`src/rtl/acc_alu_pkg.sv`:
```
package acc_alu_pkg;
  typedef enum logic [4:0] {
    OP_ADD  = 5'd0,  OP_ADDC = 5'd1,  OP_SUBB = 5'd2,  OP_INC  = 5'd3,
    OP_DEC  = 5'd4,  OP_MUL  = 5'd5,  OP_DIV  = 5'd6,  OP_DA   = 5'd7,
    OP_AND  = 5'd8,  OP_OR   = 5'd9,  OP_XOR  = 5'd10, OP_CLR  = 5'd11,
    OP_CPL  = 5'd12, OP_RL   = 5'd13, OP_RLC  = 5'd14, OP_RR   = 5'd15,
    OP_RRC  = 5'd16, OP_SWAP = 5'd17
  } alu_op_e;

  typedef struct packed {
    logic cy;
    logic ac;
    logic ov;
    logic p;
  } flag_set_t;
endpackage

```
`src/rtl/acc_addsub.sv`:
```
module acc_addsub
  import acc_alu_pkg::*;
#(
  parameter int DATA_W = 8
) (
  input  alu_op_e           op,
  input  logic [DATA_W-1:0] a,
  input  logic [DATA_W-1:0] b,
  input  logic              cy_i,
  output logic [DATA_W-1:0] r,
  output logic              cy,
  output logic              ac,
  output logic              ov
);
  localparam int HALF_W = DATA_W / 2;

  logic              cin;
  logic [DATA_W:0]   wide;
  logic [HALF_W:0]   low;
  logic [DATA_W:0]   sx;

  always_comb begin
    cin = (op == OP_ADDC || op == OP_SUBB) ? cy_i : 1'b0;
    case (op)
      OP_INC:  wide = {1'b0, a} + (DATA_W+1)'(1);
      OP_DEC:  wide = {1'b0, a} - (DATA_W+1)'(1);
      OP_SUBB: wide = {1'b0, a} - {1'b0, b} - (DATA_W+1)'(cin);
      default: wide = {1'b0, a} + {1'b0, b} + (DATA_W+1)'(cin);
    endcase
    if (op == OP_SUBB) begin
      low = {1'b0, a[HALF_W-1:0]} - {1'b0, b[HALF_W-1:0]} - (HALF_W+1)'(cin);
      sx  = {a[DATA_W-1], a} - {b[DATA_W-1], b} - (DATA_W+1)'(cin);
    end else begin
      low = {1'b0, a[HALF_W-1:0]} + {1'b0, b[HALF_W-1:0]} + (HALF_W+1)'(cin);
      sx  = {a[DATA_W-1], a} + {b[DATA_W-1], b} + (DATA_W+1)'(cin);
    end
    r  = wide[DATA_W-1:0];
    cy = wide[DATA_W];
    ac = low[HALF_W];
    ov = sx[DATA_W] ^ sx[DATA_W-1];
  end
endmodule

```
`src/rtl/acc_muldiv.sv`:
```
module acc_muldiv #(
  parameter int DATA_W = 8
) (
  input  logic              is_div,
  input  logic [DATA_W-1:0] a,
  input  logic [DATA_W-1:0] b,
  output logic [DATA_W-1:0] lo,
  output logic [DATA_W-1:0] hi,
  output logic              ov
);
  localparam int PROD_W = 2 * DATA_W;

  logic [PROD_W-1:0] prod;
  logic              b_zero;

  always_comb begin
    prod   = PROD_W'(a) * PROD_W'(b);
    b_zero = (b == '0);
    if (is_div) begin
      if (b_zero) begin
        lo = '1;
        hi = a;
      end else begin
        lo = a / b;
        hi = a % b;
      end
      ov = b_zero;
    end else begin
      lo = prod[DATA_W-1:0];
      hi = prod[PROD_W-1:DATA_W];
      ov = (prod[PROD_W-1:DATA_W] != '0);
    end
  end
endmodule

```
`src/rtl/acc_decadj.sv`:
```
module acc_decadj #(
  parameter int DATA_W = 8
) (
  input  logic [DATA_W-1:0] a,
  input  logic              cy_i,
  input  logic              ac_i,
  output logic [DATA_W-1:0] r,
  output logic              cy
);
  localparam int HALF_W = DATA_W / 2;
  localparam logic [DATA_W:0] LO_FIX = (DATA_W+1)'(6);
  localparam logic [DATA_W:0] HI_FIX = (DATA_W+1)'(6) << HALF_W;
  localparam logic [HALF_W-1:0] DIGIT_MAX = HALF_W'(9);

  logic [DATA_W:0] step1;
  logic [DATA_W:0] step2;
  logic            c1;
  logic            fix_hi;

  always_comb begin
    step1  = {1'b0, a};
    if (a[HALF_W-1:0] > DIGIT_MAX || ac_i)
      step1 = {1'b0, a} + LO_FIX;
    c1     = step1[DATA_W];
    fix_hi = (step1[DATA_W-1:HALF_W] > DIGIT_MAX) || cy_i || c1;
    step2  = {1'b0, step1[DATA_W-1:0]};
    if (fix_hi)
      step2 = {1'b0, step1[DATA_W-1:0]} + HI_FIX;
    r  = step2[DATA_W-1:0];
    cy = cy_i | c1 | step2[DATA_W];
  end
endmodule

```
`src/rtl/acc_bitops.sv`:
```
module acc_bitops
  import acc_alu_pkg::*;
#(
  parameter int DATA_W = 8
) (
  input  alu_op_e           op,
  input  logic [DATA_W-1:0] a,
  input  logic [DATA_W-1:0] b,
  input  logic              cy_i,
  output logic [DATA_W-1:0] r,
  output logic              cy
);
  localparam int HALF_W = DATA_W / 2;

  always_comb begin
    cy = cy_i;
    case (op)
      OP_AND:  r = a & b;
      OP_OR:   r = a | b;
      OP_XOR:  r = a ^ b;
      OP_CLR:  r = '0;
      OP_CPL:  r = ~a;
      OP_RL:   r = {a[DATA_W-2:0], a[DATA_W-1]};
      OP_RR:   r = {a[0], a[DATA_W-1:1]};
      OP_RLC: begin
        r  = {a[DATA_W-2:0], cy_i};
        cy = a[DATA_W-1];
      end
      OP_RRC: begin
        r  = {cy_i, a[DATA_W-1:1]};
        cy = a[0];
      end
      OP_SWAP: r = {a[HALF_W-1:0], a[DATA_W-1:HALF_W]};
      default: r = a;
    endcase
  end
endmodule

```
`src/rtl/acc_alu.sv`:
```
module acc_alu
  import acc_alu_pkg::*;
#(
  parameter int DATA_W = 8
) (
  input  logic              clk,
  input  logic              rst,
  input  logic              op_valid,
  input  logic [4:0]        op,
  input  logic [DATA_W-1:0] acc_in,
  input  logic [DATA_W-1:0] opd_in,
  input  logic              cy_in,
  input  logic              ac_in,
  output logic              res_valid,
  output logic [DATA_W-1:0] res_a,
  output logic [DATA_W-1:0] res_b,
  output logic              cy_o,
  output logic              ac_o,
  output logic              ov_o,
  output logic              p_o,
  output logic              cy_we,
  output logic              ac_we,
  output logic              ov_we,
  output logic              p_we
);
  alu_op_e op_e;
  assign op_e = alu_op_e'(op);

  logic [DATA_W-1:0] as_r, md_lo, md_hi, da_r, bo_r;
  logic              as_cy, as_ac, as_ov, md_ov, da_cy, bo_cy;

  acc_addsub #(.DATA_W(DATA_W)) u_addsub (
    .op(op_e), .a(acc_in), .b(opd_in), .cy_i(cy_in),
    .r(as_r), .cy(as_cy), .ac(as_ac), .ov(as_ov)
  );

  acc_muldiv #(.DATA_W(DATA_W)) u_muldiv (
    .is_div(op_e == OP_DIV), .a(acc_in), .b(opd_in),
    .lo(md_lo), .hi(md_hi), .ov(md_ov)
  );

  acc_decadj #(.DATA_W(DATA_W)) u_decadj (
    .a(acc_in), .cy_i(cy_in), .ac_i(ac_in), .r(da_r), .cy(da_cy)
  );

  acc_bitops #(.DATA_W(DATA_W)) u_bitops (
    .op(op_e), .a(acc_in), .b(opd_in), .cy_i(cy_in), .r(bo_r), .cy(bo_cy)
  );

  logic [DATA_W-1:0] nxt_a, nxt_b;
  flag_set_t         nxt_f, nxt_we;

  always_comb begin
    nxt_a  = bo_r;
    nxt_b  = '0;
    nxt_f  = '0;
    nxt_we = '0;
    case (op_e)
      OP_ADD, OP_ADDC, OP_SUBB: begin
        nxt_a  = as_r;
        nxt_f  = '{cy: as_cy, ac: as_ac, ov: as_ov, p: 1'b0};
        nxt_we = '{cy: 1'b1, ac: 1'b1, ov: 1'b1, p: 1'b1};
      end
      OP_INC, OP_DEC: nxt_a = as_r;
      OP_MUL, OP_DIV: begin
        nxt_a  = md_lo;
        nxt_b  = md_hi;
        nxt_f  = '{cy: 1'b0, ac: 1'b0, ov: md_ov, p: 1'b0};
        nxt_we = '{cy: 1'b1, ac: 1'b0, ov: 1'b1, p: 1'b1};
      end
      OP_DA: begin
        nxt_a  = da_r;
        nxt_f  = '{cy: da_cy, ac: 1'b0, ov: 1'b0, p: 1'b0};
        nxt_we = '{cy: 1'b1, ac: 1'b0, ov: 1'b0, p: 1'b1};
      end
      OP_RLC, OP_RRC: begin
        nxt_f.cy  = bo_cy;
        nxt_we.cy = 1'b1;
      end
      default: ;
    endcase
    nxt_f.p = ^nxt_a;
  end

  always_ff @(posedge clk) begin
    if (rst) begin
      res_valid <= 1'b0;
      res_a     <= '0;
      res_b     <= '0;
      {cy_o, ac_o, ov_o, p_o}     <= '0;
      {cy_we, ac_we, ov_we, p_we} <= '0;
    end else begin
      res_valid <= op_valid;
      if (op_valid) begin
        res_a <= nxt_a;
        res_b <= nxt_b;
        {cy_o, ac_o, ov_o, p_o}     <= nxt_f;
        {cy_we, ac_we, ov_we, p_we} <= nxt_we;
      end else begin
        {cy_we, ac_we, ov_we, p_we} <= '0;
      end
    end
  end


  valid_latency_chk: assert property (@(posedge clk) disable iff (rst)
    op_valid |=> res_valid);


  incdec_noflag_chk: assert property (@(posedge clk) disable iff (rst)
    (op_valid && (op_e == OP_INC || op_e == OP_DEC))
      |=> !(cy_we || ac_we || ov_we || p_we));


  logic_noflag_chk: assert property (@(posedge clk) disable iff (rst)
    (op_valid && (op_e == OP_AND || op_e == OP_OR || op_e == OP_XOR ||
                  op_e == OP_CLR || op_e == OP_CPL || op_e == OP_SWAP ||
                  op_e == OP_RL  || op_e == OP_RR))
      |=> !(cy_we || ac_we || ov_we || p_we));


  rotc_carry_only_chk: assert property (@(posedge clk) disable iff (rst)
    (op_valid && (op_e == OP_RLC || op_e == OP_RRC))
      |=> (cy_we && !ac_we && !ov_we && !p_we));


  mul_carry_clear_chk: assert property (@(posedge clk) disable iff (rst)
    (op_valid && op_e == OP_MUL) |=> (cy_we && !cy_o));


  div_zero_ov_chk: assert property (@(posedge clk) disable iff (rst)
    (op_valid && op_e == OP_DIV && opd_in == '0) |=> (ov_we && ov_o));


  da_sticky_carry_chk: assert property (@(posedge clk) disable iff (rst)
    (op_valid && op_e == OP_DA && cy_in) |=> (cy_we && cy_o));
endmodule

```
`config.mk`:
```
export PLATFORM = sky130hd
export DESIGN_NAME = acc_alu
export DESIGN_NICKNAME = d
export VERILOG_FILES = /design/src/rtl/acc_alu_pkg.sv /design/src/rtl/acc_addsub.sv /design/src/rtl/acc_muldiv.sv /design/src/rtl/acc_decadj.sv /design/src/rtl/acc_bitops.sv /design/src/rtl/acc_alu.sv
export SDC_FILE = /design/constraint.sdc
export NUM_CORES = 1
export LEC_CHECK = 0
export BUFFER_PORTS_ARGS = -buffer_cell sky130_fd_sc_hd__buf_2
export CAP_MARGIN = 20
export CORE_MARGIN = 1.5
export CORE_UTILIZATION = 38
export DETAILED_ROUTE_END_ITERATION = 16
export PLACE_DENSITY = 0.51
export SLEW_MARGIN = 0
export SYNTH_ARGS = -nofsm -noshare
export SYNTH_HDL_FRONTEND = slang
export SYNTH_SLANG_ARGS = --single-unit
```
`constraint.sdc`:
```
create_clock -name clk -period 25.8 [get_ports clk]
set_clock_uncertainty 0.1 [all_clocks]
set_input_delay 2.58 -clock clk [delete_from_list [all_inputs] [get_ports clk]]
set_output_delay 2.58 -clock clk [all_outputs]
set_load 0.005 [all_outputs]
```
==> reports/qor.log <==
INFO  finish         area_delta_synth_final=7.12%
INFO  floorplanning  fp-row-count=49
INFO  logic_synthesis synth_cell_type_count=82
INFO  route          vias_per_cell=5.85
INFO  global_routing grt_first_pass_wirelength=38.2mm
INFO  route          drt.antenna.violating_nets=0
INFO  sta            rsz0062_at_grt=false
INFO  logic_synthesis post-synth-top-area-cell=ha_1
INFO  worst_setup_path worst_setup_path_start_kind=input port
INFO  sta            final-setup-viol-count=0
INFO  floorplanning  die_width=140microns
INFO  floorplanning  die-area=19600squm
INFO  sta            hold_violations=0
INFO  sta            final-max-slew-violation-count=0
INFO  logic_synthesis top_area_cells_in_the_synthesized_netlist=ha_1 20%, fa_1 12%, dfxtp_1 7.0%
INFO  clock_tree     clkSlewWorstSetupHoldPaths=70ps
INFO  placed_design  place_hpwl=19.1mm
INFO  floorplanning  core=18200squm
INFO  worst_setup_path slowest_stage=nor2_1
INFO  clock_tree     worstSkewPairLatency=270ps
INFO  clock_tree     htree_num_levels=1
INFO  worst_setup_path worst-setup-path-type=in -> reg
INFO  placed_design  finalWeightedCongestion=0.893
INFO  worst_setup_path critical-path-top-cell-by-count=ha_1
INFO  finish         final_net_count=1139
INFO  sta            timing.slew.headroom=30.5%
INFO  outcome        status=finished, final reports clean
INFO  logic_synthesis asyncSetResetFlopFracSynth=0%
INFO  worst_setup_path cp_data_required_time=25850ps
INFO  pwr            ir_worst_vdd=0.0358mV
INFO  flow_run       cap_viol_max_count=0
INFO  global_routing grt_start_max_net_pins=24
INFO  clock_tree     post_cts_buffers=0
INFO  global_routing initial_antenna_violation_count=0
INFO  pwr            power.density=46.1nW/um^2
INFO  logic_synthesis yosysSeqAreaShare=7.01%
INFO  finish         diodes=0
INFO  floorplanning  die_height=140microns
INFO  worst_setup_path rrSetupSlack=24960ps
INFO  sta            finalHoldWorstSlack=355ps
INFO  logic_synthesis synth_edf_count=0
INFO  clock_tree     hold_buffers=0
INFO  hold_path      worstHoldPathType=reg -> reg
INFO  logic_synthesis ys_warn_count=0
INFO  floorplanning  io-pin-count=51
INFO  sta            final.period_utilization=62.1%
INFO  logic_synthesis synthCells=932
INFO  route          detail_route.drc_violations=0
INFO  worst_setup_path crit_path_max_incr_delay=790ps
INFO  route          routed-via-count=6923
INFO  global_routing grtUsageTotal=25.2%
INFO  clock_tree     tritoncts_clock_tree=yes
INFO  global_routing via_count_of_the_first_global_routing_pass=6741
INFO  route          routed_wire_per_std_cell=20.7microns
INFO  sta            timing_worst_slew_pin_value=1040ps
INFO  route          drt_pre_antenna_iters=5
INFO  clock_tree     ctsRootBufferMaster=clkbuf_16
INFO  placed_design  io_buffer_count=50
INFO  worst_setup_path timing.critical_path.arrival=16070ps
INFO  sta            clock.fmax=62.4MHz
INFO  worst_setup_path timing.critical_path.to_type=flop
INFO  global_routing gr-total-overflow=0
INFO  logic_synthesis ys_seq_elements=25
INFO  sta            period_needed=16020ps
INFO  logic_synthesis dominantRegCellSynth=dfxtp_1
INFO  route          violation_count_after_the_first_detailed_route_iteration=473
INFO  floorplanning  start_util=39.2%
INFO  worst_setup_path worst_path_maximum_fanout=16
INFO  pwr            power_leakage=0.00357uW
INFO  clock_tree     postCtsResizedCells=0
INFO  sta            timing.setup.tns=0ps
INFO  clock_tree     clock-sinks=25
INFO  logic_synthesis syn_area=7140squm
INFO  logic_synthesis per_instance_average_area_after_synthesis=7.66squm
INFO  logic_synthesis syn_nets=1116
INFO  finish         drive_gt1_share=10.7%
INFO  clock_tree     tritoncts.num_buffers=3
INFO  logic_synthesis synthDominantCellAreaShare=20.3%
INFO  route          wirelength=24.5mm
INFO  clock_tree     clock_path_buffers=2
[path summary, 6_finish.rpt]
kind / from / to / depth (start not counted)
hold / removal: ac_o / ac_o / 2
hold reg to reg: ac_o / ac_o / 2
setup reg to reg: res_a[7] / res_a[7] / 3
setup / recovery: opd_in[7] / p_o / 48
[power breakdown]
| group | total, uW | switching, uW | internal [uW] | leakage [uW] |
|---|---|---|---|---|
| Clock | 36.1 | 15.0 | 21.1 | 0.0000371 |
| Combinational | 274 | 161 | 113 | 0.00332 |
| Sequential | 42.3 | 1.15 | 41.1 | 0.000204 |
[synth_stat cells (all sizes together), types with 10 or more instances]
library cell	n
nor2	113
nand2	64
a211oi	18
fa	42
inv	90
xor2	18
nor3	26
nand3	17
a21o	10
mux2	17
a21oi	62
ha	116
clkbuf	30
o21a	16
o21ai	57
dfxtp	25
xnor2	41
[state kept, by name, indices dropped and copies added (netlist names)]
name / flops
res_a: 8
res_b: 8
ac_o: 1
ac_we: 1
cy_o: 1
cy_we: 1
ov_o: 1
ov_we: 1
p_o: 1
p_we: 1
res_valid: 1
[per-stage QoR]
step                      utilization (%)  instances  cell area (sq um)  power [uW]  setup slack [ps]
after global placement               41.5       1179               7560         318              9940
after detailed placement             41.5       1179               7560         315              9540
after floorplan                         -        932               7140         244             11960
after CTS                            42.0       1183               7650         353              9810
final                                42.0       1183               7650         353              9780
after global routing                 42.0       1183               7650         388              8520
[worst max-delay path, delay by kind of cell]
family	cells	cell delay, ps
buffers and inverters	2	420
multiplexers	5	1970
AND/OR/NAND/NOR	7	2640
AO/OA/AOI/OAI	24	5620
XOR/XNOR	3	690
adder cells (fa/ha/maj)	7	2160
[metal layers]
metal	track usage, %	wire, microns	vias to the layer above
met4	7.31	778	0
met3	2.94	1430	48
met1	33.0	10700	3275
met2	43.5	11600	256
met5	0	0	-
li1	-	-	3344
[logic make-up (layout without fill, tap and decap cells)]
group,after synthesis,after routing,share of synthesized area [%]
fa+ha+maj,158,158,32.1
compound gates,255,255,23.8
simple gates,281,281,18.8
mux,23,23,3.68
buf+inv,130,152,6.98
flops,25,25,7.01
xor+xnor,60,60,7.55
[placed cells by master (no fill, tap or decap), types with 4 or more instances in the layout]
master and n:
a211oi_1 17, a21boi_0 4, a21o_1 10, a21oi_1 58
a21oi_2 4, a221oi_1 6, a22o_1 5, a22oi_1 9
a31oi_1 9, and2_1 4, and3_1 6, buf_2 50
buf_4 5, dfxtp_1 25, fa_1 42, ha_1 116
inv_1 89, mux2_2 14, mux2i_1 6, nand2_1 64
nand2b_1 5, nand3_1 17, nor2_1 111, nor2b_1 8
nor3_1 25, o211ai_1 7, o21a_1 16, o21ai_0 53
o21ai_1 4, o21bai_1 4, o22ai_1 9, o31ai_1 6
or2_2 8, or3_1 4, xnor2_1 41, xor2_1 18
[layout make-up]
| cell class | instances | area (sq um) |
|---|---|---|
| Sequential cell | 25 | 500 |
| Multi-Input combinational cell | 777 | 6140 |
| Tap cell | 229 | 287 |
| Fill cell | 1918 | 10600 |
| Timing Repair Buffer | 55 | 288 |
| Clock inverter | 1 | 7.51 |
| Clock buffer | 3 | 75.1 |
| Inverter | 93 | 349 |
No activity file was read; power rests on OpenSTA's default activity.
